[config.mk]
export PLATFORM = sky130hd
export DESIGN_NAME = desc_chain_seq
export DESIGN_NICKNAME = d
export VERILOG_FILES = /design/src/rtl/desc_chain_seq.sv
export SDC_FILE = /design/constraint.sdc
export NUM_CORES = 1
export LEC_CHECK = 0
export BUFFER_PORTS_ARGS = -buffer_cell sky130_fd_sc_hd__buf_4
export CORE_MARGIN = 2
export CORE_UTILIZATION = 50
export CTS_CLUSTER_DIAMETER = 60
export DETAILED_ROUTE_END_ITERATION = 8
export GPL_TIMING_DRIVEN = 1
export PLACE_DENSITY_LB_ADDON = 0.08
export SKIP_LAST_GASP = 1
export SLEW_MARGIN = 20
export SYNTH_ARGS = -nofsm -noshare
export SYNTH_HDL_FRONTEND = slang
export SYNTH_SLANG_ARGS = --single-unit
[constraint.sdc]
create_clock -name clk -period 7.7 [get_ports clk]
set_clock_uncertainty 0.05 [all_clocks]
set_input_delay 1.54 -clock clk [delete_from_list [all_inputs] [get_ports clk]]
set_output_delay 1.54 -clock clk [all_outputs]
set_load 0.005 [all_outputs]
[src/rtl/desc_chain_seq.sv]
module desc_chain_seq #(
  parameter int AW = 64
) (
  input  logic          clk,
  input  logic          rst_n,
  input  logic          reg_wr,
  input  logic          reg_rd,
  input  logic [2:0]    reg_addr,
  input  logic [31:0]   reg_wdata,
  output logic [31:0]   reg_rdata,
  output logic          mem_req,
  output logic [AW-1:0] mem_addr,
  input  logic          mem_ack,
  input  logic          mem_err,
  input  logic [31:0]   mem_rdata,
  output logic          eng_start,
  output logic [31:0]   eng_cfg_start,
  output logic [31:0]   eng_cfg_bus,
  output logic [63:0]   eng_tx_addr,
  output logic [63:0]   eng_rx_addr,
  input  logic          eng_done,
  input  logic [7:0]    eng_fault,
  input  logic          sync_in,
  output logic          irq
);
  localparam int NWORDS = 6;
  localparam logic [AW-1:0] STEP = AW'(NWORDS * 4);
  localparam logic [2:0] A_SEM = 3'd0, A_CFG = 3'd1, A_PLO = 3'd2, A_PHI = 3'd3,
                         A_CLO = 3'd4, A_CHI = 3'd5, A_STS = 3'd6, A_IEN = 3'd7;

  typedef enum logic [1:0] {S_IDLE, S_FETCH, S_EXEC} st_t;
  st_t st;

  logic [2:0]    widx;
  logic [31:0]   dw [NWORDS];
  logic [AW-1:0] cur;
  logic [31:0]   ptr_lo, ptr_hi, spi_cfg;
  logic [11:0]   stat, ien, stat_set, stat_clr;
  logic          sem, armed, sync_q;

  wire wr_hi    = reg_wr && reg_addr == A_PHI;
  wire abort    = wr_hi && reg_wdata == 32'd0;
  wire trig_en  = spi_cfg[6] | spi_cfg[7];
  wire edge_hit = (spi_cfg[6] & sync_in & ~sync_q) | (spi_cfg[7] & ~sync_in & sync_q);
  wire go_sw    = st == S_IDLE && wr_hi && reg_wdata[31] && !trig_en;
  wire go_hw    = st == S_IDLE && armed && edge_hit && !wr_hi;
  wire [AW-1:0] start_ptr = AW'({(go_sw ? reg_wdata[30:0] : ptr_hi[30:0]), ptr_lo});
  wire last_word = widx == 3'(NWORDS - 1);
  wire fetch_bad = st == S_FETCH && mem_ack && (mem_err || (widx == 3'd0 && !mem_rdata[31]));
  wire exec_end  = st == S_EXEC && eng_done && !eng_start;
  wire faulted   = |eng_fault;
  wire [63:0] cur64 = 64'(cur);

  assign mem_req       = st == S_FETCH;
  assign mem_addr      = cur + AW'({widx, 2'b00});
  assign eng_cfg_start = dw[0];
  assign eng_cfg_bus   = dw[1];
  assign eng_tx_addr   = {dw[3], dw[2]};
  assign eng_rx_addr   = {dw[5], dw[4]};
  assign irq           = |(stat & ien);

  always_comb begin
    stat_set = '0;
    if (!abort) begin
      stat_set[7:0] = exec_end ? eng_fault : 8'd0;
      stat_set[8]   = fetch_bad;
      stat_set[10]  = exec_end;
      stat_set[11]  = exec_end && !faulted && dw[0][30];
    end
    stat_set[9] = reg_wr && reg_addr == A_SEM && reg_wdata[0];
    stat_clr = (reg_wr && reg_addr == A_STS) ? reg_wdata[11:0] : 12'd0;
  end

  always_comb begin
    case (reg_addr)
      A_SEM:   reg_rdata = {31'd0, sem};
      A_CFG:   reg_rdata = spi_cfg;
      A_PLO:   reg_rdata = ptr_lo;
      A_PHI:   reg_rdata = ptr_hi;
      A_CLO:   reg_rdata = cur64[31:0];
      A_CHI:   reg_rdata = cur64[63:32];
      A_STS:   reg_rdata = {20'd0, stat};
      default: reg_rdata = {20'd0, ien};
    endcase
  end

  always_ff @(posedge clk or negedge rst_n) begin
    if (!rst_n) begin
      sem <= 1'b1; spi_cfg <= '0; ptr_lo <= '0; ptr_hi <= '0;
      stat <= '0; ien <= '0; armed <= 1'b0; sync_q <= 1'b0;
    end else begin
      sync_q <= sync_in;
      stat   <= (stat & ~stat_clr) | stat_set;
      if (reg_rd && reg_addr == A_SEM) sem <= 1'b0;
      if (reg_wr) begin
        case (reg_addr)
          A_SEM:   sem <= reg_wdata[0];
          A_CFG:   spi_cfg <= reg_wdata;
          A_PLO:   ptr_lo <= reg_wdata;
          A_PHI:   ptr_hi <= reg_wdata;
          A_IEN:   ien <= reg_wdata[11:0];
          default: ;
        endcase
      end
      if (abort)                                   armed <= 1'b0;
      else if (wr_hi && reg_wdata[31] && trig_en)  armed <= 1'b1;
      else if (go_hw)                              armed <= 1'b0;
    end
  end

  always_ff @(posedge clk or negedge rst_n) begin
    if (!rst_n) begin
      st <= S_IDLE; widx <= '0; cur <= '0; eng_start <= 1'b0;
      for (int i = 0; i < NWORDS; i++) dw[i] <= '0;
    end else begin
      eng_start <= 1'b0;
      if (abort) begin
        st <= S_IDLE;
      end else begin
        case (st)
          S_IDLE: if (go_sw || go_hw) begin
            st <= S_FETCH; cur <= start_ptr; widx <= '0;
          end
          S_FETCH: if (mem_ack) begin
            if (fetch_bad) st <= S_IDLE;
            else begin
              dw[widx] <= mem_rdata;
              if (last_word) begin st <= S_EXEC; eng_start <= 1'b1; end
              else widx <= widx + 3'd1;
            end
          end
          S_EXEC: if (exec_end) begin
            if (faulted || dw[0][30]) st <= S_IDLE;
            else begin st <= S_FETCH; cur <= cur + STEP; widx <= '0; end
          end
          default: st <= S_IDLE;
        endcase
      end
    end
  end

  AST_START_PULSE: assert property (@(posedge clk) disable iff (!rst_n)
    eng_start |=> !eng_start);
  AST_START_AFTER_FETCH: assert property (@(posedge clk) disable iff (!rst_n)
    eng_start |-> $past(mem_ack) && !$past(mem_err));
  AST_CHAIN_DONE_CAUSE: assert property (@(posedge clk) disable iff (!rst_n)
    $rose(stat[11]) |-> $past(eng_done));
  AST_ABORT_QUIET: assert property (@(posedge clk) disable iff (!rst_n)
    abort |=> !mem_req && !eng_start);
  AST_ERR_HALT: assert property (@(posedge clk) disable iff (!rst_n)
    $rose(stat[8]) |-> !mem_req && !eng_start);
  AST_SEM_TAKEN: assert property (@(posedge clk) disable iff (!rst_n)
    (reg_rd && reg_addr == A_SEM && !reg_wr) |=> !sem);
endmodule

# Word-level counts from Yosys, hierarchy flattened
# Cells that the tools add are included.
[op_classes]
add_sub_neg = 3
magnitude_cmp = 2
eq_ne = 20
n_mux = 39
bitwise_logic = 15
n_reduce_logical = 47
[op_table]
columns = ["cell", "count"]
rows = [
  ["$pmux W32 S7", 1],
  ["$bwmux W192", 1],
  ["$mux W64", 3],
  ["$pmux W64 S2", 1],
  ["$demux W32 S3", 1],
  ["$add A64 B5 Y64", 1],
  ["$add A64 B5 Y64 const B", 1],
  ["$logic_not A32 Y1", 1],
  ["$mux W32", 1],
  ["$mux W31", 1],
  ["$and A12 B12 Y12", 2],
  ["$logic_and A1 B1 Y1", 22],
  ["$mux W3", 6],
  ["$eq A3 B3 Y1 const B", 5],
  ["$mux W2", 7],
  ["$mux W1", 12],
  ["$mux W12", 1],
  ["$not A12 Y12", 1],
  ["$or A12 B12 Y12", 1],
  ["$reduce_or A12 Y1", 1],
  ["$mux W9", 1],
  ["$pmux W3 S3", 1],
  ["$mux W8", 1],
  ["$ne A2 B2 Y1 const B", 4],
  ["28 further kinds", 49],
]
[word_totals]
reg_bits = 385
inputBits = 83
out_inout_bits = 291

# Depth between registers and ports, before layout
# Gate-level depths: netlist (run 1).
[depth]
word_depth = 10
ltp_mapped = 10

# Worst setup path before layout (run 1)
# No wires, ideal clock.
[synth_timing]
path_kind = "input to output"
from = "input port reg_addr[1]"
to = "output port reg_rdata[4]"
t_arrival_ns = 3.060
setup_slack_ns = 3.050
path_stages = 7
cell_sequence = "buf_1 > clkbuf_1 > clkbuf_1 > nand2_1 > o21ai_0 > o22ai_1 > a211oi_1"
[synth_between]
elab_chain_len = 2
[synth_lines]
columns = ["element", "line_no", "source"]
rows = [
  ["start: declaration", "8", "input logic [2:0] reg_addr,"],
  ["$eq A3 B3 Y1 (tied with other cells)", "75", "case (reg_addr)"],
  ["$pmux W32 S7 (*)", "75", ""],
  ["end: declaration", "10", "output logic [31:0] reg_rdata,"],
]
# Every way passes the cells marked *; elsewhere a longest branch is shown, timed or not.

# Worst setup path in the final report (run 1)
[layout_timing]
from = "register widx[0]"
to = "output port mem_addr[44]"
[layout_between]
elab_chain_len = 1
[layout_lines]
columns = ["element", "line_no", "source"]
rows = [
  ["start: declaration", "34", "logic [2:0] widx;"],
  ["start signal: assignment", "129", "else widx <= widx + 3'd1;"],
  ["$add A64 B5 Y64", "55", "assign mem_addr = cur + AW'({widx, 2'b00});"],
  ["end: declaration", "12", "output logic [AW-1:0] mem_addr,"],
]
# No other way between the ends.

==> metrics, run 1 <==
Nets=2239; Die W=203 um; max_cap viols=0; status=completed; fmax=0.176 GHz; largest family of logic cells by synthesized area=multiplexers; complex-gate fraction of the synthesized area=0.105; ant diodes=0; EDFF count, synth=0; worst path required time=6.11 ns; placed inst area=22700 um2; initial antenna violation count=0; largest net degree at the start of global routing=139; Setup Fix Bufs, Post-CTS=0; cell family with most CP delay=simple AND/OR/NAND/NOR gates; initial drt markers=1486; final hold violation count=0; clk buf depth=3; synth unique cells=87; crit-path max cell delay=0.87 ns; met3 Use GR=0.0998; CTS H-tree lvls=2; clock period minus worst slack=5.68 ns; PnR worst setup slack=2.02 ns; CP Cell Sequence=ha_1, fa_1, a21o_1, nand3_1, nor4_1, nor2b_1, nand2_1, xnor2_1, buf_4; later-pin clock latency in the skew report=0.60 ns; Seq cells post-synth=385; CTS clk-pin slew, worst paths=0.06 ns; met2 usage=0.541; maximum fanout along the worst path=9; core area=38800 um2; Site Rows=72; relative slew slack=0.276; synth warn=0; Detailed Place HPWL=51300 um; Least-Margin Pin Slew=1.08 ns; crit path kind=flip-flop to output pin; Max Slew Vio Count=0; drc violations=0; signal arrival time at the worst endpoint=4.09 ns; post-synthesis sequential area ratio=0.488; Buf/Inv on CP=1; area of the die=41100 um2; Worst setup SP type=flip-flop; via count=16889; Gate Count Post-Synth=1853; global route overflow=0; final setup fails=0; P_leak=0.0115 uW; Layout area overhead=23.1%; Primary FF master, synth=dfrtp_1; Initial Util=0.509; Critical-path top delay cell=nor4_1; pre-CTS setup slack=2.44 ns; share of cells above drive strength 1=0.364; fin util=0.627; final wirelength=72200 um; Sinks on Clock Net=385; Vias/cell=6.25; post-synthesis cell area=19800 um2; vias in the first global route=16916; drt first pass iters=6; TritonCTS clock tree=yes; IO buf count=373; post-synthesis async set-or-reset flop share=1.00; gr usage total=0.351; first-pass GRT wire length=109000 um; post-synthesis mux area share=0.185; Synth Area in XOR/XNOR=0.0266; top-area cell type share of the netlist area=0.486; cts bufs inserted=46; simple-gate area share of the yosys netlist=0.151; hold_buf cts=0; antenna viol nets, final=0; Post-Synth Adder-Cell Area=0.00545; dominant cell type by area after synthesis=dfrtp_1; largest cells by area after synthesis=dfrtp_1 49%, mux2_2 16%, nand2_1 4.8%, a21oi_1 2.9%, mux2i_1 1.8%; # IOs=374; Worst Hold Class=flip-flop to flip-flop; Tcrit/Tclk final=0.738; Syn Area/Cell=10.7 um2; post-CTS sizing=0; met1 global-route usage=0.476; Post-Syn Nets=1944; WL/cell=26.7 um; TNS Setup=0 ns; Clk Tree Root Cell=clkbuf_16; chip height=203 um; crit path capture type=output pin; GRT busiest layer=met2; GP Congestion=0.987; RSZ-0062 raised after global routing=false; Final Cell Area=24300 um2; cell area power density=304 nW/um2; worst vdd ir=224 uV
[sequential cells by signal (all words and copies together) (netlist names), 32 cells and up]
| register | count |
|---|---|
| eng_cfg_bus | 32 |
| eng_rx_addr | 64 |
| ptr_hi | 32 |
| spi_cfg | 32 |
| eng_cfg_start | 32 |
| ptr_lo | 32 |
| eng_tx_addr | 64 |
| cur | 64 |
[metrics by stage]
| step | total power (uW) | std cells | hold slack [ns] |
|---|---|---|---|
| after global placement | 5040 | 2618 | 0.412 |
| final | 7390 | 2702 | 0.443 |
| after detailed placement | 5090 | 2618 | 0.435 |
| after global routing | 7710 | 2702 | 0.465 |
| after floorplan | 3980 | 1853 | 0.396 |
| after CTS | 7390 | 2702 | 0.445 |
[cells in the final DEF (no fill, tap or decap), drive strengths merged, types with 10 or more instances in the layout]
master	Yosys	routed
a21oi	115	115
a221oi	16	16
a22o	12	12
a22oi	13	13
and3	17	17
and4	13	13
buf	70	395
clkbuf	78	66
dfrtp	384	384
inv	15	18
mux2	288	288
mux2i	35	35
nand2	255	255
nand3	51	51
nand4	46	46
nor2	80	80
nor2b	10	10
nor3	28	28
nor4	28	28
o21ai	60	60
o22ai	17	17
o31ai	10	10
or3	11	11
xnor2	31	31
xor2	29	29
[cells in the mapped netlist (4+ instances only)]
cell,number
dfrtp_1,384
mux2_2,284
nand2_1,254
a21oi_1,115
nor2_1,79
clkbuf_1,72
o21ai_0,60
nand3_1,51
nand4_1,43
buf_2,42
mux2i_1,35
xnor2_1,31
xor2_1,29
nor4_1,25
nor3_1,24
and3_1,17
o22ai_1,17
a221oi_1,16
buf_1,15
inv_1,15
a22oi_1,13
a22o_1,12
and4_1,11
buf_4,10
o31ai_1,10
a221o_1,9
nor2b_1,9
o22a_1,9
or3_1,8
a211oi_1,7
a21o_1,7
and2_1,7
ha_1,7
nand2b_1,7
o2bb2ai_1,7
a32oi_1,6
nor3b_1,6
or4_1,6
a32o_1,5
o32ai_1,5
clkbuf_8,4
mux2_1,4
o211ai_1,4
[per-layer routing]
layer	vias to the layer above	routed length, um
li1	7298	-
met4	0	2490
met3	137	7310
met1	8592	29600
met2	862	32800
met5	-	0
[worst min-delay path: cells and delay by family, from the launching register on]
| kind | cells | cell delay (ns) |
|---|---|---|
| AND/OR/NAND/NOR | 1 | 0.06 |
| AO/OA/AOI/OAI | 1 | 0.07 |
| flip-flops | 1 | 0.37 |
[power breakdown]
group | internal [uW] | total, uW | switching (uW)
Clock | 1370 | 2280 | 911
Combinational | 1020 | 1920 | 909
Sequential | 2460 | 3180 | 720
Total | 4850 | 7390 | 2540
[worst paths after layout]
path                               from      endpoint  slack [ns]  cells past startpoint
worst max-delay path            widx[0]  mem_addr[44]        2.02                      9
worst min-delay path                sem           sem        0.44                      2
worst max register to register  cur[22]       cur[50]        4.23                      6
worst min register to register      sem           sem        0.44                      2
max in group asynchronous         rst_n       cur[60]        5.24                      2
min in group asynchronous         rst_n        ien[6]        0.89                      1
[layout make-up]
cell class	count	area [um2]
clock buffers	66	1320
clock inverters	18	283
flip-flops and latches	385	9640
fillers	3202	14500
inverters	15	56.3
well taps	518	648
multi-input cells	1305	9410
repair buffers	395	2990
[cells by family after synthesis]
| kind of cell | count (synthesis) |
|---|---|
| buffers and inverters | 163 |
| flip-flops | 385 |
| multiplexers | 326 |
| XOR/XNOR | 60 |
| adder cells (fa/ha/maj) | 8 |
| AND/OR/NAND/NOR | 588 |
| AO/OA/AOI/OAI | 323 |
No activity file was read; power rests on OpenSTA's default activity.
==> run 2, diff against run 1 <==
==> constraint.sdc (replaced) <==
create_clock -name clk -period 5.8 [get_ports clk]
set_clock_uncertainty 0.05 [all_clocks]
set_input_delay 1.16 -clock clk [delete_from_list [all_inputs] [get_ports clk]]
set_output_delay 1.16 -clock clk [all_outputs]
set_load 0.005 [all_outputs]
==> metrics, run 2 (synthesis results as in run 1) <==
clk buf depth=3 (unchanged); clock period minus worst slack=5.05 ns; ant diodes=0 (unchanged); initial antenna violation count=1 (was 0); Initial Util=0.509 (unchanged); Nets=2241 (was 2239); Final Cell Area=24200 um2 (was 24300 um2); cts bufs inserted=44 (was 46); initial drt markers=1730 (was 1486); post-CTS sizing=0 (unchanged); share of cells above drive strength 1=0.365 (was 0.364); final hold violation count=0 (unchanged); drc violations=0 (unchanged); largest net degree at the start of global routing=137 (was 139); crit path kind=flip-flop to output pin (unchanged); RSZ-0062 raised after global routing=false (unchanged); antenna viol nets, final=0 (unchanged); critical hold path startpoint=eng_tx_addr[45] (was sem); Clk Tree Root Cell=clkbuf_16 (unchanged); final wirelength=73300 um (was 72200 um); vias in the first global route=16842 (was 16916); Vias/cell=6.27 (was 6.25); final setup fails=0 (unchanged); drt first pass iters=6 (unchanged); fillers=3299 (was 3202); later-pin clock latency in the skew report=0.59 ns (was 0.60 ns); worst vdd ir=318 uV (was 224 uV); Worst Hold Class=flip-flop to flip-flop (unchanged); # IOs=374 (unchanged); via count=16919 (was 16889); status=completed (unchanged); P_leak=0.0114 uW (was 0.0115 uW); most frequent cells in the layout=394 x buf_4, 384 x dfrtp_1, 284 x mux2_2, 254 x nand2_1, 115 x a21oi_1 (was 392 x buf_4, 384 x dfrtp_1, 284 x mux2_2, 254 x nand2_1, 115 x a21oi_1); Tcrit/Tclk final=0.871; maximum fanout along the worst path=9 (unchanged); TNS Setup=0 ns (unchanged); signal arrival time at the worst endpoint=3.84 ns (was 4.09 ns); crit path capture type=output pin (unchanged); Layout area overhead=22.6% (was 23.1%); relative slew slack=0.294 (was 0.276); hold_buf cts=0 (unchanged); Setup Fix Bufs, Post-CTS=0 (unchanged); Least-Margin Pin Slew=1.06 ns (was 1.08 ns); placed inst area=22800 um2 (was 22700 um2); chip height=203 um (unchanged); R2R Setup Slk=2.30 ns (was 4.23 ns); gr usage total=0.355 (was 0.351); R2R cell count=6 (unchanged); core area=38800 um2 (unchanged); Reg2Reg Launch Point=cur[22] (unchanged); cell area power density=396 nW/um2 (was 304 nW/um2); CTS H-tree lvls=2 (unchanged); TritonCTS clock tree=yes (unchanged); GP Congestion=1.00 (was 0.987); Max Slew Vio Count=0 (unchanged); Detailed Place HPWL=52100 um (was 51300 um); crit path to=mem_addr[60] (was mem_addr[44]); max_cap viols=0 (unchanged); CP startpoint=cur[36] (was widx[0]); IO buf count=373 (unchanged); first-pass GRT wire length=110000 um (was 109000 um); global route overflow=0 (unchanged); fmax=0.198 GHz; CTS clk-pin slew, worst paths=0.06 ns (about the same); WL/cell=27.2 um (was 26.7 um); Die W=203 um (unchanged); most common cell after layout, fill and taps aside=buf_4 (unchanged); Site Rows=72 (unchanged); Sinks on Clock Net=385 (unchanged); worst path required time=4.59 ns (was 6.11 ns); area of the die=41100 um2 (unchanged); FF-to-FF End=cur[50] (unchanged); Worst setup SP type=flip-flop (unchanged)
[run 2: changes by cell type in the layout (fill, tap and decap cells not counted), sizes merged]
| cell | change |
|---|---|
| inv | -1 |
| bufinv | -2 |
| buf | +4 |
| clkbuf | -10 |
| clkinv | +1 |
| clkinvlp | +3 |
[run 2: through the flow]
stage | total power (uW) | utilization | std cells | hold slack, ns | setup slack [ns]
3_3_place_gp | 6720 | 0.587 | 2622 | 0.415 | 1.37
3_5_place_dp | 6770 | 0.587 | 2622 | 0.434 | 1.38
5_1_grt | 10000 | 0.624 | 2697 | 0.467 | 0.745
4_1_cts | 9570 | 0.624 | 2697 | 0.450 | 0.939
6_report | 9590 | 0.624 | 2697 | 0.453 | 0.747
2_1_floorplan | 5280 | - | 1853 | 0.396 | 1.91
[run 2: area by class of cell]
class	count	area [um2]	share of cell area
Clock buffer	56	1230	0.0507
Clock inverter	19	201	0.00832
Inverter	15	56.3	0.00232
Multi-Input combinational cell	1305	9400	0.388
Sequential cell	385	9640	0.398
Tap cell	518	648	0.0268
Timing Repair Buffer	399	3050	0.126
[run 2: worst max-delay path, cell delays in order (launching register included)]
cell	delay, ns
dfrtp_1	0.61
nand4_1	0.34
nor3_1	0.73
nand2_1	0.37
nor4_1	0.64
nand2_1	0.24
xnor2_1	0.19
buf_4	0.13
[run 2: power breakdown]
group          internal [uW]  switching [uW]  total, uW
registers               3260             981       4250
logic                   1350            1200       2550
clock network           1630            1160       2790
[run 2: per-layer routing]
metal  vias to the layer above  GRT usage  share of wire
li1                       7309          -              -
met1                      8449      0.482           0.40
met2                       989      0.545           0.46
met3                       170     0.0963           0.11
met4                         2      0.136          0.037
met5                         -          0        0.00012
[run 2: worst min-delay path by stage]
stage / depth (start not counted) / slack [ns] / endpoint
after floorplan: 2 / 0.40 / ptr_hi[31]
after global placement: 2 / 0.42 / sem
after detailed placement: 1 / 0.43 / eng_tx_addr[46]
after CTS: 2 / 0.45 / sem
after global routing: 1 / 0.47 / eng_cfg_start[8]
final: 1 / 0.45 / eng_tx_addr[45]
